==> src/rtl/dispatch_pkg.sv <==
// Package: shared defaults for the block allocator.
// Assumes: warp size is a power of two and divides evenly into lanes.
package dispatch_pkg;
    localparam int DEF_SLOTS      = 64;
    localparam int DEF_SUBS       = 4;
    localparam int DEF_WARP_SIZE  = 32;
    localparam int DEF_BLOCKS     = 16;
    localparam int DEF_REG_TOTAL  = 65536;
    localparam int DEF_SMEM_TOTAL = 64;

    // Round-up division used for warp counts.
    function automatic int ceil_div(input int num, input int den);
        return (num + den - 1) / den;
    endfunction
endpackage

==> src/rtl/warp_pool.sv <==
// warp_pool: holds one state entry per warp slot (held, finished, owner block).
// Gives the lowest free slot for the next issue and flags a release when a
// drain arrives for a held slot that has already finished.
// Assumes: at most one issue per cycle, and the issued slot is free.
module warp_pool #(
    parameter int NUM_SLOTS = 64,
    parameter int BLK_W     = 4,
    localparam int SLOT_W   = $clog2(NUM_SLOTS)
) (
    input  logic              clk,
    input  logic              rst_n,
    input  logic              launch,
    input  logic [BLK_W-1:0]  launch_blk,
    input  logic              fin_valid,
    input  logic [SLOT_W-1:0] fin_id,
    input  logic              drain_valid,
    input  logic [SLOT_W-1:0] drain_id,
    output logic [SLOT_W-1:0] pick_id,
    output logic              rel_valid,
    output logic [BLK_W-1:0]  rel_blk
);
    logic [NUM_SLOTS-1:0] held;
    logic [NUM_SLOTS-1:0] finished;
    logic [BLK_W-1:0]     owner [NUM_SLOTS];

    // Release needs the finish mark to be set already.
    assign rel_valid = drain_valid && held[drain_id] && finished[drain_id];
    assign rel_blk   = owner[drain_id];

    // Lowest free slot, a fixed-priority search.
    always_comb begin
        pick_id = '0;
        for (int i = NUM_SLOTS - 1; i >= 0; i--) begin
            if (!held[i]) pick_id = SLOT_W'(i);
        end
    end

    for (genvar g = 0; g < NUM_SLOTS; g++) begin : g_slot
        logic             held_q;
        logic             fin_q;
        logic [BLK_W-1:0] own_q;

        // Per-slot state: claim on issue, mark on finish, clear on release.
        always_ff @(posedge clk) begin
            if (!rst_n) begin
                held_q <= 1'b0;
                fin_q  <= 1'b0;
                own_q  <= '0;
            end else if (launch && pick_id == SLOT_W'(g)) begin
                held_q <= 1'b1;
                fin_q  <= 1'b0;
                own_q  <= launch_blk;
            end else if (rel_valid && drain_id == SLOT_W'(g)) begin
                held_q <= 1'b0;
                fin_q  <= 1'b0;
            end else if (fin_valid && fin_id == SLOT_W'(g) && held_q) begin
                fin_q  <= 1'b1;
            end
        end

        assign held[g]     = held_q;
        assign finished[g] = fin_q;
        assign owner[g]    = own_q;
    end
endmodule

==> src/rtl/block_table.sv <==
// block_table: one entry per resident block, holding warps still live, the
// shared-memory units held and the registers per warp. It records completion
// when the last warp is released and reports the lowest pending id until acked.
// Assumes: a block's warp count at allocation is at least one.
module block_table #(
    parameter int MAX_BLOCKS = 16,
    parameter int WCNT_W     = 7,
    parameter int SMEM_W     = 7,
    parameter int RPW_W      = 17,
    localparam int BLK_W     = $clog2(MAX_BLOCKS)
) (
    input  logic              clk,
    input  logic              rst_n,
    input  logic              alloc,
    input  logic [WCNT_W-1:0] alloc_warps,
    input  logic [SMEM_W-1:0] alloc_smem,
    input  logic [RPW_W-1:0]  alloc_rpw,
    input  logic              rel_valid,
    input  logic [BLK_W-1:0]  rel_blk,
    input  logic              ack,
    output logic [BLK_W-1:0]  free_id,
    output logic              any_free,
    output logic              done_valid,
    output logic [BLK_W-1:0]  done_id,
    output logic [SMEM_W-1:0] done_smem,
    output logic [RPW_W-1:0]  rel_rpw
);
    logic [MAX_BLOCKS-1:0] used;
    logic [MAX_BLOCKS-1:0] pend;
    logic [SMEM_W-1:0]     smem [MAX_BLOCKS];
    logic [RPW_W-1:0]      rpw  [MAX_BLOCKS];

    assign any_free   = ~&used;
    assign done_valid = |pend;
    assign done_smem  = smem[done_id];
    assign rel_rpw    = rpw[rel_blk];

    // Lowest free entry and lowest pending completion.
    always_comb begin
        free_id = '0;
        done_id = '0;
        for (int i = MAX_BLOCKS - 1; i >= 0; i--) begin
            if (!used[i]) free_id = BLK_W'(i);
            if (pend[i])  done_id = BLK_W'(i);
        end
    end

    for (genvar g = 0; g < MAX_BLOCKS; g++) begin : g_blk
        logic              used_q;
        logic              pend_q;
        logic [WCNT_W-1:0] live_q;
        logic [SMEM_W-1:0] smem_q;
        logic [RPW_W-1:0]  rpw_q;

        // Entry life: fill on alloc, count down releases, free on ack.
        always_ff @(posedge clk) begin
            if (!rst_n) begin
                used_q <= 1'b0;
                pend_q <= 1'b0;
                live_q <= '0;
                smem_q <= '0;
                rpw_q  <= '0;
            end else if (alloc && free_id == BLK_W'(g)) begin
                used_q <= 1'b1;
                pend_q <= 1'b0;
                live_q <= alloc_warps;
                smem_q <= alloc_smem;
                rpw_q  <= alloc_rpw;
            end else if (rel_valid && rel_blk == BLK_W'(g)) begin
                live_q <= live_q - WCNT_W'(1);
                if (live_q == WCNT_W'(1)) pend_q <= 1'b1;
            end else if (ack && done_valid && done_id == BLK_W'(g)) begin
                used_q <= 1'b0;
                pend_q <= 1'b0;
            end
        end

        assign used[g] = used_q;
        assign pend[g] = pend_q;
        assign smem[g] = smem_q;
        assign rpw[g]  = rpw_q;
    end
endmodule

==> src/rtl/block_dispatch.sv <==
// block_dispatch: admits a block request only if warp slots, registers,
// shared memory and a block slot all suffice, reserves them in one cycle, then
// issues one warp per cycle with round-robin sub-partitions. Registers come
// back per warp and shared memory per acknowledged block completion.
// Assumes: the request fields stay stable while req_valid is high.
module block_dispatch
    import dispatch_pkg::*;
#(
    parameter int NUM_SLOTS  = DEF_SLOTS,
    parameter int NUM_SUB    = DEF_SUBS,
    parameter int WARP_SIZE  = DEF_WARP_SIZE,
    parameter int MAX_BLOCKS = DEF_BLOCKS,
    parameter int REG_TOTAL  = DEF_REG_TOTAL,
    parameter int SMEM_TOTAL = DEF_SMEM_TOTAL,
    parameter int THR_W      = 11,
    parameter int RPT_W      = 8,
    parameter int SMEM_W     = 7,
    localparam int SLOT_W    = $clog2(NUM_SLOTS),
    localparam int SUB_W     = $clog2(NUM_SUB),
    localparam int BLK_W     = $clog2(MAX_BLOCKS),
    localparam int WCNT_W    = $clog2(NUM_SLOTS + 1),
    localparam int REG_W     = $clog2(REG_TOTAL + 1),
    localparam int SMEM_CW   = $clog2(SMEM_TOTAL + 1)
) (
    input  logic              clk,
    input  logic              rst_n,
    input  logic              req_valid,
    input  logic [THR_W-1:0]  req_threads,
    input  logic [RPT_W-1:0]  req_regs,
    input  logic [SMEM_W-1:0] req_smem,
    output logic              req_ready,
    output logic              warp_valid,
    output logic [SLOT_W-1:0] warp_id,
    output logic [SUB_W-1:0]  warp_sub,
    output logic [BLK_W-1:0]  warp_blk,
    input  logic              fin_valid,
    input  logic [SLOT_W-1:0] fin_id,
    input  logic              drain_valid,
    input  logic [SLOT_W-1:0] drain_id,
    output logic              done_valid,
    output logic [BLK_W-1:0]  done_id,
    input  logic              done_ack
);
    logic [WCNT_W-1:0]  free_warps;
    logic [REG_W-1:0]   free_regs;
    logic [SMEM_CW-1:0] free_smem;
    logic [WCNT_W-1:0]  left_q;
    logic [BLK_W-1:0]   cur_blk;
    logic [SUB_W-1:0]   rr_q;
    logic [31:0]        need_w;
    logic [31:0]        need_regs;
    logic [REG_W-1:0]   need_rpw;
    logic               admit;
    logic               rel_valid;
    logic [BLK_W-1:0]   rel_blk;
    logic [REG_W-1:0]   rel_rpw;
    logic [BLK_W-1:0]   free_blk;
    logic               any_free;
    logic [SMEM_W-1:0]  done_smem;
    logic               ret_blk;

    // Demand of the presented request in warps and registers.
    always_comb begin
        need_w    = 32'(ceil_div(int'(req_threads), WARP_SIZE));
        need_rpw  = REG_W'(32'(req_regs) * 32'(WARP_SIZE));
        need_regs = need_w * 32'(need_rpw);
    end

    // All-or-nothing admission test over every pool.
    assign req_ready = (left_q == '0) && (need_w != 32'd0)
                    && (need_w <= 32'(free_warps))
                    && (need_regs <= 32'(free_regs))
                    && (32'(req_smem) <= 32'(free_smem))
                    && any_free;
    assign admit     = req_valid && req_ready;
    assign ret_blk   = done_ack && done_valid;

    assign warp_valid = (left_q != '0);
    assign warp_sub   = rr_q;
    assign warp_blk   = cur_blk;

    // Pool counters: reserve at admission, return per warp and per block.
    always_ff @(posedge clk) begin
        if (!rst_n) begin
            free_warps <= WCNT_W'(NUM_SLOTS);
            free_regs  <= REG_W'(REG_TOTAL);
            free_smem  <= SMEM_CW'(SMEM_TOTAL);
        end else begin
            free_warps <= free_warps - (admit ? WCNT_W'(need_w) : '0)
                                     + (rel_valid ? WCNT_W'(1) : '0);
            free_regs  <= free_regs - (admit ? REG_W'(need_regs) : '0)
                                    + (rel_valid ? rel_rpw : '0);
            free_smem  <= free_smem - (admit ? SMEM_CW'(req_smem) : '0)
                                    + (ret_blk ? SMEM_CW'(done_smem) : '0);
        end
    end

    // Issue sequencer: load the warp count, count down one per cycle.
    always_ff @(posedge clk) begin
        if (!rst_n) begin
            left_q  <= '0;
            cur_blk <= '0;
        end else if (admit) begin
            left_q  <= WCNT_W'(need_w);
            cur_blk <= free_blk;
        end else if (warp_valid) begin
            left_q  <= left_q - WCNT_W'(1);
        end
    end

    // Sub-partition pointer, kept across blocks.
    always_ff @(posedge clk) begin
        if (!rst_n)          rr_q <= '0;
        else if (warp_valid) rr_q <= (rr_q == SUB_W'(NUM_SUB - 1)) ? '0 : rr_q + SUB_W'(1);
    end

    warp_pool #(
        .NUM_SLOTS (NUM_SLOTS),
        .BLK_W     (BLK_W)
    ) i_pool (
        .clk         (clk),
        .rst_n       (rst_n),
        .launch      (warp_valid),
        .launch_blk  (cur_blk),
        .fin_valid   (fin_valid),
        .fin_id      (fin_id),
        .drain_valid (drain_valid),
        .drain_id    (drain_id),
        .pick_id     (warp_id),
        .rel_valid   (rel_valid),
        .rel_blk     (rel_blk)
    );

    block_table #(
        .MAX_BLOCKS (MAX_BLOCKS),
        .WCNT_W     (WCNT_W),
        .SMEM_W     (SMEM_W),
        .RPW_W      (REG_W)
    ) i_table (
        .clk         (clk),
        .rst_n       (rst_n),
        .alloc       (admit),
        .alloc_warps (WCNT_W'(need_w)),
        .alloc_smem  (req_smem),
        .alloc_rpw   (need_rpw),
        .rel_valid   (rel_valid),
        .rel_blk     (rel_blk),
        .ack         (done_ack),
        .free_id     (free_blk),
        .any_free    (any_free),
        .done_valid  (done_valid),
        .done_id     (done_id),
        .done_smem   (done_smem),
        .rel_rpw     (rel_rpw)
    );
endmodule

==> config.mk <==
export PLATFORM = sky130hd
export DESIGN_NAME = block_dispatch
export DESIGN_NICKNAME = d
export VERILOG_FILES = /design/src/rtl/dispatch_pkg.sv /design/src/rtl/warp_pool.sv /design/src/rtl/block_table.sv /design/src/rtl/block_dispatch.sv
export SDC_FILE = /design/constraint.sdc
export NUM_CORES = 2
export LEC_CHECK = 0
export ABC_AREA = 1
export BUFFER_PORTS_ARGS = -buffer_cell sky130_fd_sc_hd__buf_2
export CORE_UTILIZATION = 60
export DETAILED_ROUTE_END_ITERATION = 10
export GPL_TIMING_DRIVEN = 0
export PLACE_DENSITY = 0.76
export SLEW_MARGIN = 25
export SYNTH_ARGS = -nofsm -noshare
export SYNTH_HDL_FRONTEND = slang
export SYNTH_HIERARCHICAL = 1
export SYNTH_SLANG_ARGS = --single-unit
export TNS_END_PERCENT = 30
==> constraint.sdc <==
create_clock -name clk -period 11.3 [get_ports clk]
set_input_delay 1.13 -clock clk [delete_from_list [all_inputs] [get_ports clk]]
set_output_delay 1.13 -clock clk [all_outputs]
set_load 0.03 [all_outputs]
* Word level (Yosys, flattened, before mapping) *
Cells that the tools add are included.

word-level totals
  flip-flop bits (word level) = 812
  logic and storage cells = 1510

cells by class
  add/sub/neg operators = 27
  $mul = 1
  $lt $le $gt $ge = 7
  equality and inequality tests = 283
  mux-type cells = 358
  bitwise gates (word level) = 5
  reduce and logical (&&, ||, !) cells = 551

operators with widths
  operator               number
  $eq A6 B6 Y1 const B   96
  $mux W6                64
  $logic_and A1 B1 Y1    313
  $eq A6 B5 Y1 const B   48
  $mux W7                39
  $reduce_bool A2 Y1     113
  $mux W1                211
  $reduce_or A3 Y1       64
  $eq A6 B4 Y1 const B   24
  $mux W4                34
  $sub A7 B1 Y7 const B  17
  $eq A7 B1 Y1 const B   16
  $eq A4 B4 Y1 const B   24
  $eq A6 B3 Y1 const B   12
  $bmux W17 S4           1
  $mux W17               4
  $reduce_and A2 Y1      32
  $eq A4 B3 Y1 const B   12
  $eq A6 B2 Y1 const B   6
  $add A32 B1 Y32        1
  $le A32 B17 Y1         1
  $le A32 B7 Y1          1
  $mul A32 B8 Y27        1
  $ne A2 B1 Y1 const B   16
  other kinds (35)       82

* Longest topological paths before layout *
  word-level depth = 67
  gate-level depth with buffers = 69
  depth with buffers taken out = 68

* Modules after synthesis *
Netlist, hierarchy kept.

modules (own cells, without submodules)
  module          instances  cells an instance  area each (um^2)  sequential area each (um^2)
  block_table     1          3590               25164.1           10570.1
  warp_pool       1          2562               18410.2           7687.4
  block_dispatch  1          921                6337.3            880.8

* Least setup slack after synthesis *
OpenSTA, ideal clock, no wires.

  path type = input -> register
  start point = input port req_threads[3]
  end point = register free_smem[6]
  library setup time = 0.122 ns
  arrival time = 8.688 ns
  required time = 11.178 ns
  path slack = 2.491 ns
  stages = 47
  cell sequence = nor2_1 -> nand3b_1 -> nand4_1 -> nor2_1 -> inv_1 -> nor2_1 -> inv_1 -> nand2_1 -> nor2_1 -> fa_1 -> inv_1 -> fa_1 -> inv_1 -> fa_1 -> inv_1 -> fa_1 -> inv_1 -> ha_1 -> (+11 left out) -> nand2_1 -> nand2_1 -> nand2_1 -> nand2_1 -> nand3_2 -> nor3_2 -> nand3_2 -> buf_2 -> nor2_1 -> fa_1 -> fa_1 -> o31ai_1 -> nand2_1 -> nand2_1 -> a21oi_1 -> xnor2_1 -> a21o_1 -> nand3_1

on the way
  word-level cells in the longest chain between the ends = 15
  elaborated cells between the ends (all ways) = 18

ends and longest elaborated chain
  what                                                                     RTL line              source
  start: declaration                                                       block_dispatch.sv:28  input logic [THR_W-1:0] req_threads,
  $add A11 B6 Y12 (*)                                                      dispatch_pkg.sv:13    return (num + den - 1) / den;
  $sub A12 B1 Y13 (*)                                                      dispatch_pkg.sv:13
  $reduce_or A5 Y1 (no line)                                               n/a
  $and A1 B1 Y1 (no line)                                                  n/a
  $add A32 B1 Y32 (no line) (*)                                            n/a
  via need_w[6]                                                            block_dispatch.sv:50  logic [31:0] need_w;
  parallel branches: the longest is 3 deep, another holds $mul A32 B8 Y27  n/a
  $logic_and A1 B1 Y1 (*)                                                  block_dispatch.sv:72  && (need_regs <= 32'(free_regs))
  $logic_and A1 B1 Y1 (*)                                                  block_dispatch.sv:73  && (32'(req_smem) <= 32'(free_smem))
  $logic_and A1 B1 Y1 (*)                                                  block_dispatch.sv:74  && any_free;
  $logic_and A1 B1 Y1 (*)                                                  block_dispatch.sv:75  assign admit = req_valid && req_ready;
  $mux W7 (*)                                                              block_dispatch.sv:93  free_smem <= free_smem - (admit ? SMEM_CW'(req_smem) : '0)
  $sub A7 B7 Y7 (*)                                                        block_dispatch.sv:93
  $add A7 B7 Y7 (*)                                                        block_dispatch.sv:94  + (ret_blk ? SMEM_CW'(done_smem) : '0);
  end signal: assignment                                                   block_dispatch.sv:87  free_smem <= SMEM_CW'(SMEM_TOTAL);
  end signal: assignment                                                   block_dispatch.sv:93
  end: declaration                                                         block_dispatch.sv:46  logic [SMEM_CW-1:0] free_smem;

Mark *: on every way through the listed nets, which the timed path passes.
A chain may end at the register's enable or synchronous reset.

* Worst setup path in the final report *
  start point = input port req_threads[3]
  end point = register free_regs[14]

on the way
  word-level cells in the longest chain between the ends = 15
  elaborated cells between the ends (all ways) = 18

ends and longest elaborated chain
  what                                                                     RTL line              source
  $add A11 B6 Y12 (*)                                                      dispatch_pkg.sv:13
  $sub A12 B1 Y13 (*)                                                      dispatch_pkg.sv:13
  $reduce_or A5 Y1 (no line)                                               n/a
  $and A1 B1 Y1 (no line)                                                  n/a
  $add A32 B1 Y32 (no line) (*)                                            n/a
  via need_w[6]                                                            block_dispatch.sv:50
  parallel branches: the longest is 7 deep, another holds $mul A32 B8 Y27  n/a
  $mux W17 (*)                                                             block_dispatch.sv:91  free_regs <= free_regs - (admit ? REG_W'(need_regs) : '0)
  $sub A17 B17 Y17 (*)                                                     block_dispatch.sv:91
  $add A17 B17 Y17 (*)                                                     block_dispatch.sv:92  + (rel_valid ? rel_rpw : '0);
  end signal: assignment                                                   block_dispatch.sv:86  free_regs <= REG_W'(REG_TOTAL);
  end signal: assignment                                                   block_dispatch.sv:91
  end: declaration                                                         block_dispatch.sv:45  logic [REG_W-1:0] free_regs;

Marks and branches as above.

==> key figures <==
Place
  – Buffers on Ports: 61
  – Routability congestion estimate: around 1.1
  – Sum of net half-perimeters after detailed placement: 149.0 mm
  – Pre-CTS setup slack: -246.7 ps

STA
  – Clock period minus final worst setup slack: roughly 11000 ps
  – Final critical-path setup slack: 602.1 ps
  – Final slew viol count: 0
  – Worst max-slew margin expressed relative to the limit: 19.74%
  – Transition time of the tightest slew-check pin: 1204 ps
  – Final number of hold-violating endpoints: 0
  – Setup clock skew after layout: 15.87 ps
  – Final cycle utilization of the critical path: 94.67%
  – Maximum clock rate: between 90 and 100 MHz
  – Final setup vio count: 0
  – Setup repair after global routing missed its margin: no
  – Hold WS: 446.5 ps

Setup path
  – Worst setup path class: input port to flop
  – Worst R2R Path Depth: 27
  – Critical Path AT: about 11000 ps
  – Kind of start point of the critical path: input port
  – Critical path's top delay family: simple AND/OR/NAND/NOR gates
  – Worst path bufs/invs: 8
  – Max stage delay on crit path: 530 ps
  – Nature of the critical path endpoint: flop
  – CP Data Required Time: ~12000 ps
  – Most frequent cell on the critical path: sky130_fd_sc_hd__nand2_1
  – R2R setup slack: around 4000 ps
  – CP max FO: 8
  – Launch point of the worst path: req_threads[3]
  – Reg-to-Reg Start: i_pool/g_slot[16].own_q[1]$_SDFFE_PN0P_
  – Endpoint of the most critical register-to-register path: free_regs[14]$_SDFF_PN0_
  – Slowest cell on the critical path: sky130_fd_sc_hd__fa_1

Finish
  – Number of nets in the finished design: 7529
  – Share of cells above drive strength 1: 6.670%
  – Number of inserted filler cells in the final layout: 7422
  – Most used cells in the layout excluding fill and tap cells: 1031 x sky130_fd_sc_hd__nand2_1, 956 x sky130_fd_sc_hd__dfxtp_1, 955 x sky130_fd_sc_hd__inv_1
  – Most common cell after layout, fill and taps aside: sky130_fd_sc_hd__nand2_1
  – Layout overhead on the synthesized area: 10.70%

Outcome
  – Run status: completed

Detailed routing
  – Via count: 52.36k
  – Routed WL: 199.8 mm
  – Violation count after the first detailed-routing iteration: approximately 7.1k
  – Per-cell routed wire length: 23.65 um
  – Number of antenna-violating nets in the routed design: 0
  – Post-route DRC: 0
  – Detailed-router iteration count before antenna repair: 8
  – Detailed-route vias per instance: ~6.2

CTS
  – Post-CTS repair timing setup buffer count: 0
  – Clk Latency, worst-skew pair: 700 ps
  – Post-CTS clock slew at the launch and capture registers of the worst setup and hold paths: 60 ps
  – Maximum level of the CTS H-tree: 3
  – Clk root buf: sky130_fd_sc_hd__clkbuf_16
  – Number of clock sinks: 956
  – Total CTS buffers: 101
  – CTS tree: done
  – Clock Tree Buf Depth: 3

Power
  – Reported leakage power: 22.35 nW
  – Tot Pwr: 9.115 mW
  – Maximum vdd ir drop: about 0.00020 V
  – Power density of the placed cells: about 160 mW/mm^2

Run
  – Maximum Capacitance Violations: 0

Yosys
  – Multiplexer area fraction after synthesis: 0%
  – Parity-gate share of the synthesized area counting xor and xnor cells: 1.509%
  – Area leader, netlist: sky130_fd_sc_hd__dfxtp_1
  – Fraction of the mapped netlist area in compound gates: 21.09%
  – Avg Cell Area, Syn: 7.057 um^2
  – Post-synthesis sequential area ratio: 38.34%
  – Synth top area share: between 30% and 40%
  – Main synth FF type: sky130_fd_sc_hd__dfxtp_1
  – Number of register bits inferred by synthesis: 956
  – Post-synth cell types: 64
  – Total of warnings raised by yosys: 6
  – Largest family of logic cells by synthesized area: simple AND/OR/NAND/NOR gates
  – Mapped Cells: between 7k and 8k
  – Synthesized-area fraction occupied by adder cells: 5.385%
  – Cells taking the most area after synthesis: sky130_fd_sc_hd__dfxtp_1 38%, sky130_fd_sc_hd__nand2_1 7.8%, sky130_fd_sc_hd__inv_1 7.2%, sky130_fd_sc_hd__a21oi_1 6.7%, sky130_fd_sc_hd__nor2_1 5.8%
  – Post-synthesis cell area: around 0.05 mm^2
  – Fraction of registers with async set/reset: 0%
  – Synth Area in Simple Gates: 22.79%
  – Number of enable-type register cells in the synthesized netlist: 0

Min path
  – Worst Hold Path Cells: 2
  – Hold EP: i_table/g_blk[9].smem_q[0]$_SDFFE_PN0P_
  – Hold Crit Start: i_table/g_blk[9].smem_q[0]$_SDFFE_PN0P_
  – Class of the tightest hold or removal check: flop to flop

Global route
  – Antenna violations before repair: 3
  – Wire length of the first global-routing pass: 293.0 mm
  – Global-route usage over all layers: 45.78%
  – Pin count of the biggest net entering global routing: 15
  – Via count of the first global-routing pass: 48.00k
  – Leftover overflow at the end of global routing: 0

Die
  – Initial standard-cell utilization of the core: 60.69%
  – Area of the core region: between 0.08 and 0.09 mm^2
  – Die Span Y: between 200 and 300 um
  – Cell Rows: 105
  – Horizontal die dimension: 290.4 um
  – Number of I/O pins: 63
  – Die outline area: roughly 0.084 mm^2
## how the worst max path moves through the flow
stage,depth (start not counted),slack (ps),end
after floorplan,47,2490,free_smem[6]$_SDFF_PN1_
after global placement,49,-30,free_regs[16]$_SDFF_PN1_
after detailed placement,49,-250,free_regs[16]$_SDFF_PN1_
after CTS,49,430,free_regs[16]$_SDFF_PN1_
after global routing,49,10,free_regs[12]$_SDFF_PN0_
final,48,600,free_regs[14]$_SDFF_PN0_
## cells in the mapped netlist (all sizes together), types with 3 or more instances
master	number
a22o	17
inv	978
o22ai	164
a21oi	667
nand4	164
o2111ai	4
buf	124
a211oi	41
a41oi	3
clkbuf	288
a31oi	28
xnor2	22
o22a	4
a22oi	84
and3	3
nand3b	5
a221oi	19
nand3	494
o211ai	70
clkinv	11
a31o	55
dfxtp	956
o221ai	11
nor2	810
o21bai	5
nand2	1062
o21ai	666
a21o	3
o21a	5
and2	4
xor2	64
nor4	4
nor3	40
ha	138
fa	48
## logic make-up (layout without fill, tap and decap cells)
family                     Yosys count  in the layout
and+or+nand+nor                   2589           2589
AOI/OAI and AO/OA                 1854           1854
buffers and inverters             1401           1642
DFF                                956            956
adders and majority gates          186            186
xor gates and xnor gates            86             86
other                                1             64
## tightest hold or removal path, stage by stage (launching register included)
cell and delay [ps]:
sky130_fd_sc_hd__dfxtp_1 310, sky130_fd_sc_hd__inv_1 50, sky130_fd_sc_hd__a21oi_1 50
## stage by stage
stage                     cell area (um^2)  setup TNS [ps]  util [%]  cells
after CTS                            55240               0     67.17   8446
after global placement               51790          -25.84     62.97   8266
final                                55250               0     67.19   8447
after global routing                 55250               0     67.18   8446
after floorplan                      50140               0         -   7135
after detailed placement             51800          -365.4     62.99   8266
## where the power goes
group	leakage, nW	internal (mW)	switching, mW
Clock	1.71	2.05	1.45
Combinational	12.9	0.610	1.48
Sequential	7.71	3.46	0.0616
Total	22.4	6.12	3.00
## flip-flops by register name, indices dropped and copies added, names as in the netlist
register,flops
free_regs,17
i_pool/g_slot.held_q,64
i_table/g_blk.smem_q,112
i_pool/g_slot.own_q,256
i_table/g_blk.live_q,112
free_warps,7
free_smem,7
warp_sub,2
warp_blk,4
i_table/g_blk.rpw_q,272
i_table/g_blk.pend_q,16
i_table/g_blk.used_q,16
i_pool/g_slot.fin_q,64
left_q,7
## layout make-up
cell class | count | area, um^2 | area share [%]
sequential | 956 | 19140 | 34.64
clock inverter | 47 | 588.1 | 1.064
antenna | 1 | 2.502 | 0.004529
inverter | 989 | 3712 | 6.719
timing repair buffer | 61 | 305.3 | 0.5525
tap | 1070 | 1339 | 2.423
buffer | 412 | 1718 | 3.109
clock buffer | 133 | 2850 | 5.158
multi-input combinational | 4778 | 25600 | 46.33
## metal layers
layer	routed length (um)	GRT usage (%)
met2	84440	69.49
met3	23520	10.58
met4	18450	36.20
met5	26	0
met1	73330	56.01
## what timing repair did
action,in CTS,in global routing
gates resized for setup,0,2
hold buffers,0,0
setup endpoints to repair,0,7
(Power assumes the default switching activity.)
